`config.mk`:
```
export PLATFORM = sky130hd
export DESIGN_NAME = padirq_mux
export DESIGN_NICKNAME = d
export VERILOG_FILES = /design/src/rtl/padirq_pkg.sv /design/src/rtl/padirq_sync.sv /design/src/rtl/padirq_regs.sv /design/src/rtl/padirq_chan.sv /design/src/rtl/padirq_mux.sv
export SDC_FILE = /design/constraint.sdc
export NUM_CORES = 1
export LEC_CHECK = 0
export ABC_CLOCK_PERIOD_IN_PS = 5400
export BUFFER_PORTS_ARGS = -buffer_cell sky130_fd_sc_hd__clkbuf_2
export CAP_MARGIN = 25
export CELL_PAD_IN_SITES_DETAIL_PLACEMENT = 0
export CELL_PAD_IN_SITES_GLOBAL_PLACEMENT = 1
export CORE_UTILIZATION = 52
export CTS_BUF_LIST = sky130_fd_sc_hd__clkbuf_4
export DETAILED_ROUTE_END_ITERATION = 6
export GPL_TIMING_DRIVEN = 0
export PLACE_DENSITY = 0.79
export SLEW_MARGIN = 20
export SYNTH_ARGS = -nofsm -noshare
export SYNTH_HDL_FRONTEND = slang
export SYNTH_SLANG_ARGS = --single-unit
```
`constraint.sdc`:
```
create_clock -name clk -period 5.4 [get_ports clk]
set_input_delay 0.81 -clock clk [delete_from_list [all_inputs] [get_ports clk]]
set_output_delay 0.81 -clock clk [all_outputs]
set_load 0.03 [all_outputs]
```
`src/rtl/padirq_pkg.sv`:
```
package padirq_pkg;
   localparam int TRIG_ADDR = 0;
   localparam int EDGE_LSB  = 0;
   localparam int BOTH_LSB  = 8;
   localparam int INV_LSB   = 16;
   localparam int GEN_BIT   = 31;
   localparam int FILT_W    = 4;

   function automatic int sel_width(input int layout);
      return (layout == 1) ? 7 : 8;
   endfunction

   function automatic int sel_addr(input int layout, input int ch);
      if (layout == 1) return 4 + (ch / 2) * 4;
      return (ch < 4) ? 4 : 8;
   endfunction

   function automatic int sel_lsb(input int layout, input int ch);
      if (layout == 1) return (ch % 2) * 16;
      return (ch % 4) * 8;
   endfunction

   function automatic int filt_addr(input int layout);
      return (layout == 1) ? 20 : 12;
   endfunction
endpackage

```
`src/rtl/padirq_sync.sv`:
```
module padirq_sync #(
   parameter int W = 8
) (
   input  logic         clk,
   input  logic         rst_n,
   input  logic [W-1:0] d,
   output logic [W-1:0] q
);
   logic [W-1:0] meta;

   always_ff @(posedge clk or negedge rst_n) begin
      if (!rst_n) begin
         meta <= '0;
         q    <= '0;
      end else begin
         meta <= d;
         q    <= meta;
      end
   end
endmodule

```
`src/rtl/padirq_regs.sv`:
```
module padirq_regs
   import padirq_pkg::*;
#(
   parameter int LAYOUT   = 0,
   parameter int NUM_CHAN = 8,
   parameter int ADDR_W   = 8,
   parameter int SELW     = 8
) (
   input  logic                       clk,
   input  logic                       rst_n,
   input  logic                       reg_wr,
   input  logic [ADDR_W-1:0]          reg_addr,
   input  logic [31:0]                reg_wdata,
   output logic [31:0]                reg_rdata,
   output logic [NUM_CHAN*SELW-1:0]   sel_q,
   output logic [NUM_CHAN-1:0]        edge_q,
   output logic [NUM_CHAN-1:0]        both_q,
   output logic [NUM_CHAN-1:0]        inv_q,
   output logic [NUM_CHAN*FILT_W-1:0] filt_q,
   output logic                       glb_en
);
   localparam bit               HAS_GEN = (LAYOUT == 1);
   localparam logic [ADDR_W-1:0] TRIG_A = ADDR_W'(TRIG_ADDR);
   localparam logic [ADDR_W-1:0] FILT_A = ADDR_W'(filt_addr(LAYOUT));

   logic gen_q;
   logic unused_wdata;
   assign unused_wdata = ^reg_wdata;

   always_ff @(posedge clk or negedge rst_n) begin
      if (!rst_n) begin
         sel_q  <= '0;
         edge_q <= '0;
         both_q <= '0;
         inv_q  <= '0;
         filt_q <= '0;
         gen_q  <= 1'b0;
      end else if (reg_wr) begin
         if (reg_addr == TRIG_A) begin
            edge_q <= reg_wdata[EDGE_LSB +: NUM_CHAN];
            both_q <= reg_wdata[BOTH_LSB +: NUM_CHAN];
            inv_q  <= reg_wdata[INV_LSB +: NUM_CHAN];
            gen_q  <= HAS_GEN ? reg_wdata[GEN_BIT] : 1'b0;
         end
         if (reg_addr == FILT_A)
            filt_q <= reg_wdata[NUM_CHAN*FILT_W-1:0];
         for (int c = 0; c < NUM_CHAN; c++) begin
            if (reg_addr == ADDR_W'(sel_addr(LAYOUT, c)))
               sel_q[c*SELW +: SELW] <= reg_wdata[sel_lsb(LAYOUT, c) +: SELW];
         end
      end
   end

   always_comb begin
      reg_rdata = '0;
      if (reg_addr == TRIG_A) begin
         reg_rdata[EDGE_LSB +: NUM_CHAN] = edge_q;
         reg_rdata[BOTH_LSB +: NUM_CHAN] = both_q;
         reg_rdata[INV_LSB +: NUM_CHAN]  = inv_q;
         if (HAS_GEN) reg_rdata[GEN_BIT] = gen_q;
      end
      if (reg_addr == FILT_A)
         reg_rdata[NUM_CHAN*FILT_W-1:0] = filt_q;
      for (int c = 0; c < NUM_CHAN; c++) begin
         if (reg_addr == ADDR_W'(sel_addr(LAYOUT, c)))
            reg_rdata[sel_lsb(LAYOUT, c) +: SELW] = sel_q[c*SELW +: SELW];
      end
   end

   assign glb_en = HAS_GEN ? gen_q : 1'b1;
endmodule

```
`src/rtl/padirq_chan.sv`:
```
module padirq_chan #(
   parameter int SELW = 8
) (
   input  logic            clk,
   input  logic            rst_n,
   input  logic            lvl,
   input  logic [SELW-1:0] sel,
   input  logic            edge_en,
   input  logic            both_en,
   input  logic            inv_en,
   input  logic            gate,
   output logic            irq
);
   logic            prev;
   logic [SELW-1:0] sel_seen;
   logic            fresh;
   logic            hit;

   assign fresh = (sel == sel_seen);

   always_comb begin
      if (both_en)      hit = fresh & (lvl ^ prev);
      else if (edge_en) hit = fresh & (inv_en ? (prev & ~lvl) : (lvl & ~prev));
      else              hit = lvl ^ inv_en;
   end

   always_ff @(posedge clk or negedge rst_n) begin
      if (!rst_n) begin
         prev     <= 1'b0;
         sel_seen <= '0;
         irq      <= 1'b0;
      end else begin
         prev     <= lvl;
         sel_seen <= sel;
         irq      <= gate & hit;
      end
   end
endmodule

```
`src/rtl/padirq_mux.sv`:
```
module padirq_mux
   import padirq_pkg::*;
#(
   parameter int LAYOUT   = 0,
   parameter int NUM_PADS = 256,
   parameter int NUM_CHAN = 8,
   parameter int ADDR_W   = 8
) (
   input  logic                       clk,
   input  logic                       rst_n,
   input  logic                       reg_wr,
   input  logic [ADDR_W-1:0]          reg_addr,
   input  logic [31:0]                reg_wdata,
   output logic [31:0]                reg_rdata,
   input  logic [NUM_PADS-1:0]        pad_in,
   output logic [NUM_CHAN-1:0]        irq_out,
   output logic [NUM_CHAN*FILT_W-1:0] filt_sel
);
   localparam int SELW   = sel_width(LAYOUT);
   localparam int PAD_SP = 1 << SELW;

   if (LAYOUT != 0 && LAYOUT != 1) begin : g_bad_layout
      $error("LAYOUT must be 0 or 1");
   end
   if (NUM_CHAN < 1 || NUM_CHAN > 8) begin : g_bad_chan
      $error("NUM_CHAN must be 1..8");
   end
   if (NUM_PADS < 1 || NUM_PADS > PAD_SP) begin : g_bad_pads
      $error("NUM_PADS exceeds selector range");
   end
   if (ADDR_W < 5) begin : g_bad_addr
      $error("ADDR_W too narrow for the register map");
   end

   logic [NUM_PADS-1:0]      pad_s;
   logic [PAD_SP-1:0]        pad_ext;
   logic [NUM_CHAN*SELW-1:0] cfg_sel;
   logic [NUM_CHAN-1:0]      cfg_edge;
   logic [NUM_CHAN-1:0]      cfg_both;
   logic [NUM_CHAN-1:0]      cfg_inv;
   logic                     glb_en;

   padirq_sync #(.W(NUM_PADS)) u_sync (
      .clk(clk), .rst_n(rst_n), .d(pad_in), .q(pad_s)
   );

   always_comb begin
      pad_ext = '0;
      pad_ext[NUM_PADS-1:0] = pad_s;
   end

   padirq_regs #(
      .LAYOUT(LAYOUT), .NUM_CHAN(NUM_CHAN), .ADDR_W(ADDR_W), .SELW(SELW)
   ) u_regs (
      .clk(clk), .rst_n(rst_n), .reg_wr(reg_wr), .reg_addr(reg_addr),
      .reg_wdata(reg_wdata), .reg_rdata(reg_rdata), .sel_q(cfg_sel),
      .edge_q(cfg_edge), .both_q(cfg_both), .inv_q(cfg_inv),
      .filt_q(filt_sel), .glb_en(glb_en)
   );

   for (genvar c = 0; c < NUM_CHAN; c++) begin : g_chan
      logic [SELW-1:0] sel_c;
      assign sel_c = cfg_sel[c*SELW +: SELW];
      padirq_chan #(.SELW(SELW)) u_chan (
         .clk(clk), .rst_n(rst_n), .lvl(pad_ext[sel_c]), .sel(sel_c),
         .edge_en(cfg_edge[c]), .both_en(cfg_both[c]), .inv_en(cfg_inv[c]),
         .gate(glb_en), .irq(irq_out[c])
      );
   end
endmodule

```
# --- Word-level counts from Yosys, hierarchy flattened ---
# Cells that the tools add are included.
op_classes:
  bitwise: 64
  magnitude_cmp: 8
  n_eq_ne: 11
  mux: 50
  addsub: 0
  reduce_logical: 5
  div_mod_pow: 0
  n_mul: 0
  shifts: 0
op_table:
  columns: ["op", "count"]
  rows:
  - ["$lt A8 B9 Y1 const B", 8]
  - ["$bmux W1 S8", 8]
  - ["$eq A8 B8 Y1", 8]
  - ["$mux W8", 8]
  - ["$and A1 B1 Y1", 32]
  - ["$mux W1", 32]
  - ["$mux W32", 1]
  - ["$mux W24", 1]
  - ["$eq A8 B4 Y1 const B", 2]
  - ["$not A1 Y1", 16]
  - ["$xor A1 B1 Y1", 16]
  - ["$eq A8 B3 Y1 const B", 1]
  - ["$logic_not A8 Y1", 1]
  - ["$reduce_and A2 Y1", 4]
word_totals:
  ramBits: 0
  wordCells: 170
  out_inout_bits: 72
  latch_bits: 0
  memories: 0
  register_bits: 712
  romBits: 0
  input_bits: 299

# --- Logic depth before layout (Yosys ltp) ---
depth:
  ltp_word: 8
  depth_mapped: 19
  mapped_depth_nobuf: 14

# --- By module ---
# Synthesis repeated with hierarchy kept, for this count alone.
hier_totals:
  cells_unflattened: 2720
  hier_area_um2: 39240.1
by_module_without_submodules:
  columns: ["mod", "cells_each", "n_inst", "area_each_um2"]
  rows:
  - ["padirq_mux", 1601, 1, 17207.8]
  - ["padirq_sync", 512, 1, 12812.3]
  - ["padirq_regs", 351, 1, 5836.8]
  - ["padirq_chan", 32, 8, 422.9]

# --- Worst setup path before layout ---
# Ideal clock, no wire load.
synth_path:
  path_type: "input to output"
  start: "in reg_addr[3]"
  end: "out reg_rdata[10]"
  required_ns: 4.590
  slack_ns: 2.039
  path_buffers: 3
  cell_stages: 5
  arrival_time_ns: 2.551
  cell_sequence: "clkbuf_1 -> clkbuf_1 -> buf_1 -> mux4_2 -> and2_1"
synth_between:
  elab_chain_cells: 5
  elab_cells_between_ends: 8
  classes_between: "eq/ne (3); mux (4); reduce/logical (1)"
synth_rtl:
  columns: ["item", "line_no", "text"]
  rows:
  - ["start, declared", "padirq_mux.sv:12", "input logic [ADDR_W-1:0] reg_addr,"]
  - ["$logic_not A8 Y1", "padirq_regs.sv:56", "if (reg_addr == TRIG_A) begin"]
  - ["$mux W24", "padirq_regs.sv:56", null]
  - ["$mux W32", "padirq_regs.sv:62", "if (reg_addr == FILT_A)"]
  - ["$mux W8", "padirq_regs.sv:65", "if (reg_addr == ADDR_W'(sel_addr(LAYOUT, c)))"]
  - ["$mux W8 *", "padirq_regs.sv:65", null]
  - ["end, declared", "padirq_mux.sv:14", "output logic [31:0] reg_rdata,"]
# Every way passes the cells marked *; elsewhere a longest branch is shown, timed or not.

# --- Final worst setup path ---
layout_path:
  start: "reg u_regs.sel_q[57]"
  end: "reg g_chan[7].u_chan.irq"
layout_between:
  elab_chain_cells: 8
  elab_cells_between_ends: 13
  classes_between: "eq/ne (1); mux (5); bitwise (7)"
layout_rtl:
  columns: ["item", "line_no", "text"]
  rows:
  - ["start, declared", "padirq_regs.sv:15", "output logic [NUM_CHAN*SELW-1:0] sel_q,"]
  - ["start signal, assigned by index", "padirq_regs.sv:49", "sel_q[c*SELW +: SELW] <= reg_wdata[sel_lsb(LAYOUT, c) +: SELW];"]
  - ["$bmux W1 S8 *", "padirq_mux.sv:65", ".clk(clk), .rst_n(rst_n), .lvl(pad_ext[sel_c]), .sel(sel_c),"]
  - ["$mux W1 (implied by the code) *", "padirq_mux.sv:65", null]
  - ["via g_chan[7].u_chan.lvl", "padirq_chan.sv:6", "input logic lvl,"]
  - ["$not A1 Y1", "padirq_chan.sv:23", "else if (edge_en) hit = fresh & (inv_en ? (prev & ~lvl) : (lvl & ~prev));"]
  - ["$and A1 B1 Y1", "padirq_chan.sv:23", null]
  - ["$mux W1", "padirq_chan.sv:23", null]
  - ["$and A1 B1 Y1", "padirq_chan.sv:23", null]
  - ["$mux W1", "padirq_chan.sv:23", null]
  - ["$mux W1 *", "padirq_chan.sv:22", "if (both_en) hit = fresh & (lvl ^ prev);"]
  - ["via g_chan[7].u_chan.hit", "padirq_chan.sv:17", "logic hit;"]
  - ["end signal, assigned", "padirq_chan.sv:35", "irq <= gate & hit;"]
  - ["end, declared", "padirq_chan.sv:12", "output logic irq"]
# Mark *: on every way through the listed nets, which the timed path passes. The rest lies on a longest branch. The select of a mux whose other input is x is not followed.
# A chain may end at the register's enable or synchronous reset.

==> impl_results.md <==
- CTS tree: done
- Synth top cells by count: 712 x dfrtp_1, 551 x mux4_2, 140 x mux2_2
- Hold Violations, Final: 0
- PwrDens: 278.7 nW/um^2
- Core ar.: about 70000 um^2
- Latest clock arrival within the worst-skew pair: 1060 ps
- GPL Wtd Cong: around 1.1
- I/O pins: between 300 and 400
- Area Overhead vs Synth: 21.52%
- LEAKAGE: 19.14 nW
- Final WS setup: -263.9 ps
- CP startpoint kind: flip-flop
- Sw power: 4.076 mW
- Port Buffer Count: approximately 370
- Slew @ Worst Pin: around 1300 ps
- Dpl hpwl: between 100000 and 150000 um
- Sequential area share after synthesis: 46.68%
- Layout cell share with drive strength beyond 1: 44.19%
- Endpoint type of the worst setup path: flip-flop
- Mapped cell area: 38170 um^2
- Flop pwr share: 46.8%
- Initial Util: between 50% and 60%
- Hold Path Class: in -> reg
- Crit share post-route: 104.9%
- RSZ-0062 raised after global routing: false
- Pint: approximately 9 mW
- Largest area contributor in the synthesized netlist: dfrtp_1
- First-pass GRT wire length: about 240000 um
- Vias in the first global route: around 32000
- Critical-path top delay cell: clkdlybuf4s15_1
- Most frequent cell after synthesis: dfrtp_1
- Num CTS Buffers: roughly 170
- FMAX: approximately 0.18 GHz
- Router iterations before antenna repair: 7
- Area share of the largest cell type after synthesis: between 40% and 50%
- Failing checks: design-rule violations, negative setup slack
- Clock power share: 32.7%
- Setup TNS: -327.4 ps
- Switching share of power: 31.54%
- Average size of a mapped cell: ~16 um^2
- Initial antenna violation count: 18
- CP bufs+invs: 2
- CP max FO: 10
- CP Class: reg -> reg
- Minimum clock period: 5664 ps
- Worst Path Required: about 6300 ps
- Sink Count: between 700 and 800
- Max clock buf depth: 3
- Slew headroom: 16.25%
- Drt drc: 45
- Distinct cells, synth: between 60 and 70
- Max-slew violation count: 0
- Total global-route track usage: a little under half
- Combinational fraction of design power: 20.5%
- Final core utilization: between 60% and 70%
- Largest net degree at the start of global routing: 106
- Critical path arrival: approximately 6600 ps
- Layout Skew: between 60 and 70 ps
- Vias/cell: ~7.2
- CTS Root Cell: clkbuf_4
- # Max-Cap Violations: 0
- Top FF cell, synth: dfrtp_1
- Status: finished with violations
- Worst path top cell family by delay: buffers and inverters
- Top cells by area, synth: dfrtp_1 47%, mux4_2 33%, mux2_2 4.1%
- Synthesis-stage register bit count: approximately 710
- Syn Inst Count: 2394
- Wirelength per Cell: just over 40 um
- Largest incremental delay on the critical path: 920 ps
- Die height: roughly 270 um
- Max VDD drop: 0.2840 mV
- Remaining global-route overflow: 0
- Number of synthesized flops with an enable pin: 0
- Final Setup Violations: 2
- Worst-path clk slew: 70 ps
- Std-Cell Rows: between 90 and 100
- Syn. warnings: 0
- H-tree depth: 4
- Total vias in the final route: between 30000 and 40000
- Drt total wl: 173800 um
- Drt initial violations: a little under 5000
- Chip width: about 270 um
- Ys async rst share: between 90% and 100%
- Critical path, cell by cell: clkdlybuf4s15_1, clkbuf_2, mux4_2, o21ai_0, a211oi_1, o31ai_1, nand4_1, ha_1, mux2_2, a31o_2, o31a_1
- Die area: about 74000 um^2
- Nets: roughly 3500
- Synthesized Nets: 2709
- Detail Route Antenna Nets: 0
==> logic make-up (layout without fill, tap and decap cells) <==
logic type	Yosys count	in the layout	share of synthesized area, %
and+or+nand+nor	284	284	3.780
muxes	773	773	38.79
buffers and inverters	241	1180	3.058
other	0	13	0
DFF	712	712	46.68
adders and majority gates	16	16	0.5245
AOI/OAI and AO/OA	299	299	5.582
xor gates and xnor gates	69	69	1.583
==> power by group through the flow <==
stage / clock network [mW] / logic, mW / registers, mW
floorplan: 0 / 1.40 / 5.94
global placement: 0 / 2.30 / 6.10
detailed placement: 0 / 2.36 / 6.11
CTS: 4.19 / 2.53 / 6.01
global route: 4.56 / 2.71 / 6.05
finish: 4.23 / 2.65 / 6.05
==> path summary, 6_finish.rpt <==
kind,startpoint,endpoint,slack (ps),depth (start not counted)
max,u_regs.sel_q[57]$_DFFE_PN0P_,g_chan[7].u_chan.irq$_DFF_PN0_,-260,11
min,reg_wdata[24],u_regs.sel_q[24]$_DFFE_PN0P_,50,2
max reg2reg,u_regs.sel_q[57]$_DFFE_PN0P_,g_chan[7].u_chan.irq$_DFF_PN0_,-260,11
min reg2reg,u_sync.meta[212]$_DFF_PN0_,u_sync.q[212]$_DFF_PN0_,310,0
max in group asynchronous,rst_n,u_sync.meta[150]$_DFF_PN0_,2890,6
min in group asynchronous,rst_n,u_regs.filt_q[28]$_DFFE_PN0P_,280,2
==> area by class of cell <==
cell class              count  area [um^2]
fillers                  5075        25720
multi-input cells        1441        19190
flip-flops and latches    712        17820
repair buffers            661         4941
clock buffers             235         1764
well taps                 950         1189
plain buffers             213         1110
clock inverters            43        231.5
inverters                  28        105.1
diodes                     13        32.53
==> metal layers <==
| layer | up-vias | share of wire (%) | track usage (%) |
|---|---|---|---|
| met5 | - | 0.084 | 0.9628 |
| met4 | 12 | 8.2 | 32.74 |
| met3 | 731 | 15 | 22.50 |
| met2 | 2994 | 44 | 68.13 |
| met1 | 15860 | 33 | 56.82 |
| li1 | 11430 | - | - |
==> what timing repair did <==
action                                  in CTS  in global routing
gates resized for setup                      1                  5
hold buffers                               264                  0
buffers inserted                             0                  0
endpoints found under the setup margin       1                  2
endpoints found under the hold margin      323                  0
==> worst register-to-register path: cells and delay by family (launching register included) <==
kind | cells | cell delay (ps)
flops | 1 | 530
compound gates | 5 | 1640
mux | 2 | 680
buf+inv | 2 | 1680
fa+ha+maj | 1 | 400
simple gates | 1 | 610
==> cells in the final DEF (no fill, tap or decap), drive strengths merged, types with 3 or more instances in the layout <==
cell type and instances:
dfrtp 712, o311a 3, o221ai 20, a311oi 3, xnor2 20, or3 4, a21oi 43, nand2 76
nor4 16, diode 13, buf 146, o211ai 4, nand3b 3, mux2 141, o22ai 16, nand4 10
mux2i 81, ha 16, dlygate4sd3 264, xor2 49, inv 33, nor3 16, nor2b 23, and2 31
nor3b 4, nor2 52, nand3 22, mux4 551, clkbuf 697, o21ai 26, clkinv 36, a22o 3
or4 3, o31ai 12, a22oi 123, nand2b 16, a211oi 24, a221oi 5
==> sequential cells by signal (all words and copies together), names as in the netlist <==
| signal | cells |
|---|---|
| g_chan.u_chan.irq | 8 |
| u_regs.sel_q | 64 |
| u_sync.meta | 256 |
| u_regs.inv_q | 8 |
| u_regs.edge_q | 8 |
| u_regs.both_q | 8 |
| u_sync.q | 256 |
| u_regs.filt_q | 32 |
| g_chan.u_chan.sel_seen | 64 |
| g_chan.u_chan.prev | 8 |
==> per-stage QoR <==
step	area [um^2]	hold WS, ps	power, mW	worst slack (ps)	cells
after floorplan	38170	331.2	7.346	2039	2394
after global placement	41210	331.7	8.399	-11140	3713
after detailed placement	41630	334.7	8.472	16.88	3735
after CTS	46280	4.110	12.73	20.86	4277
after global routing	46360	29.67	13.33	18.41	4287
final	46380	45.89	12.93	-263.9	4296
Power figures use the tool's default switching activity.
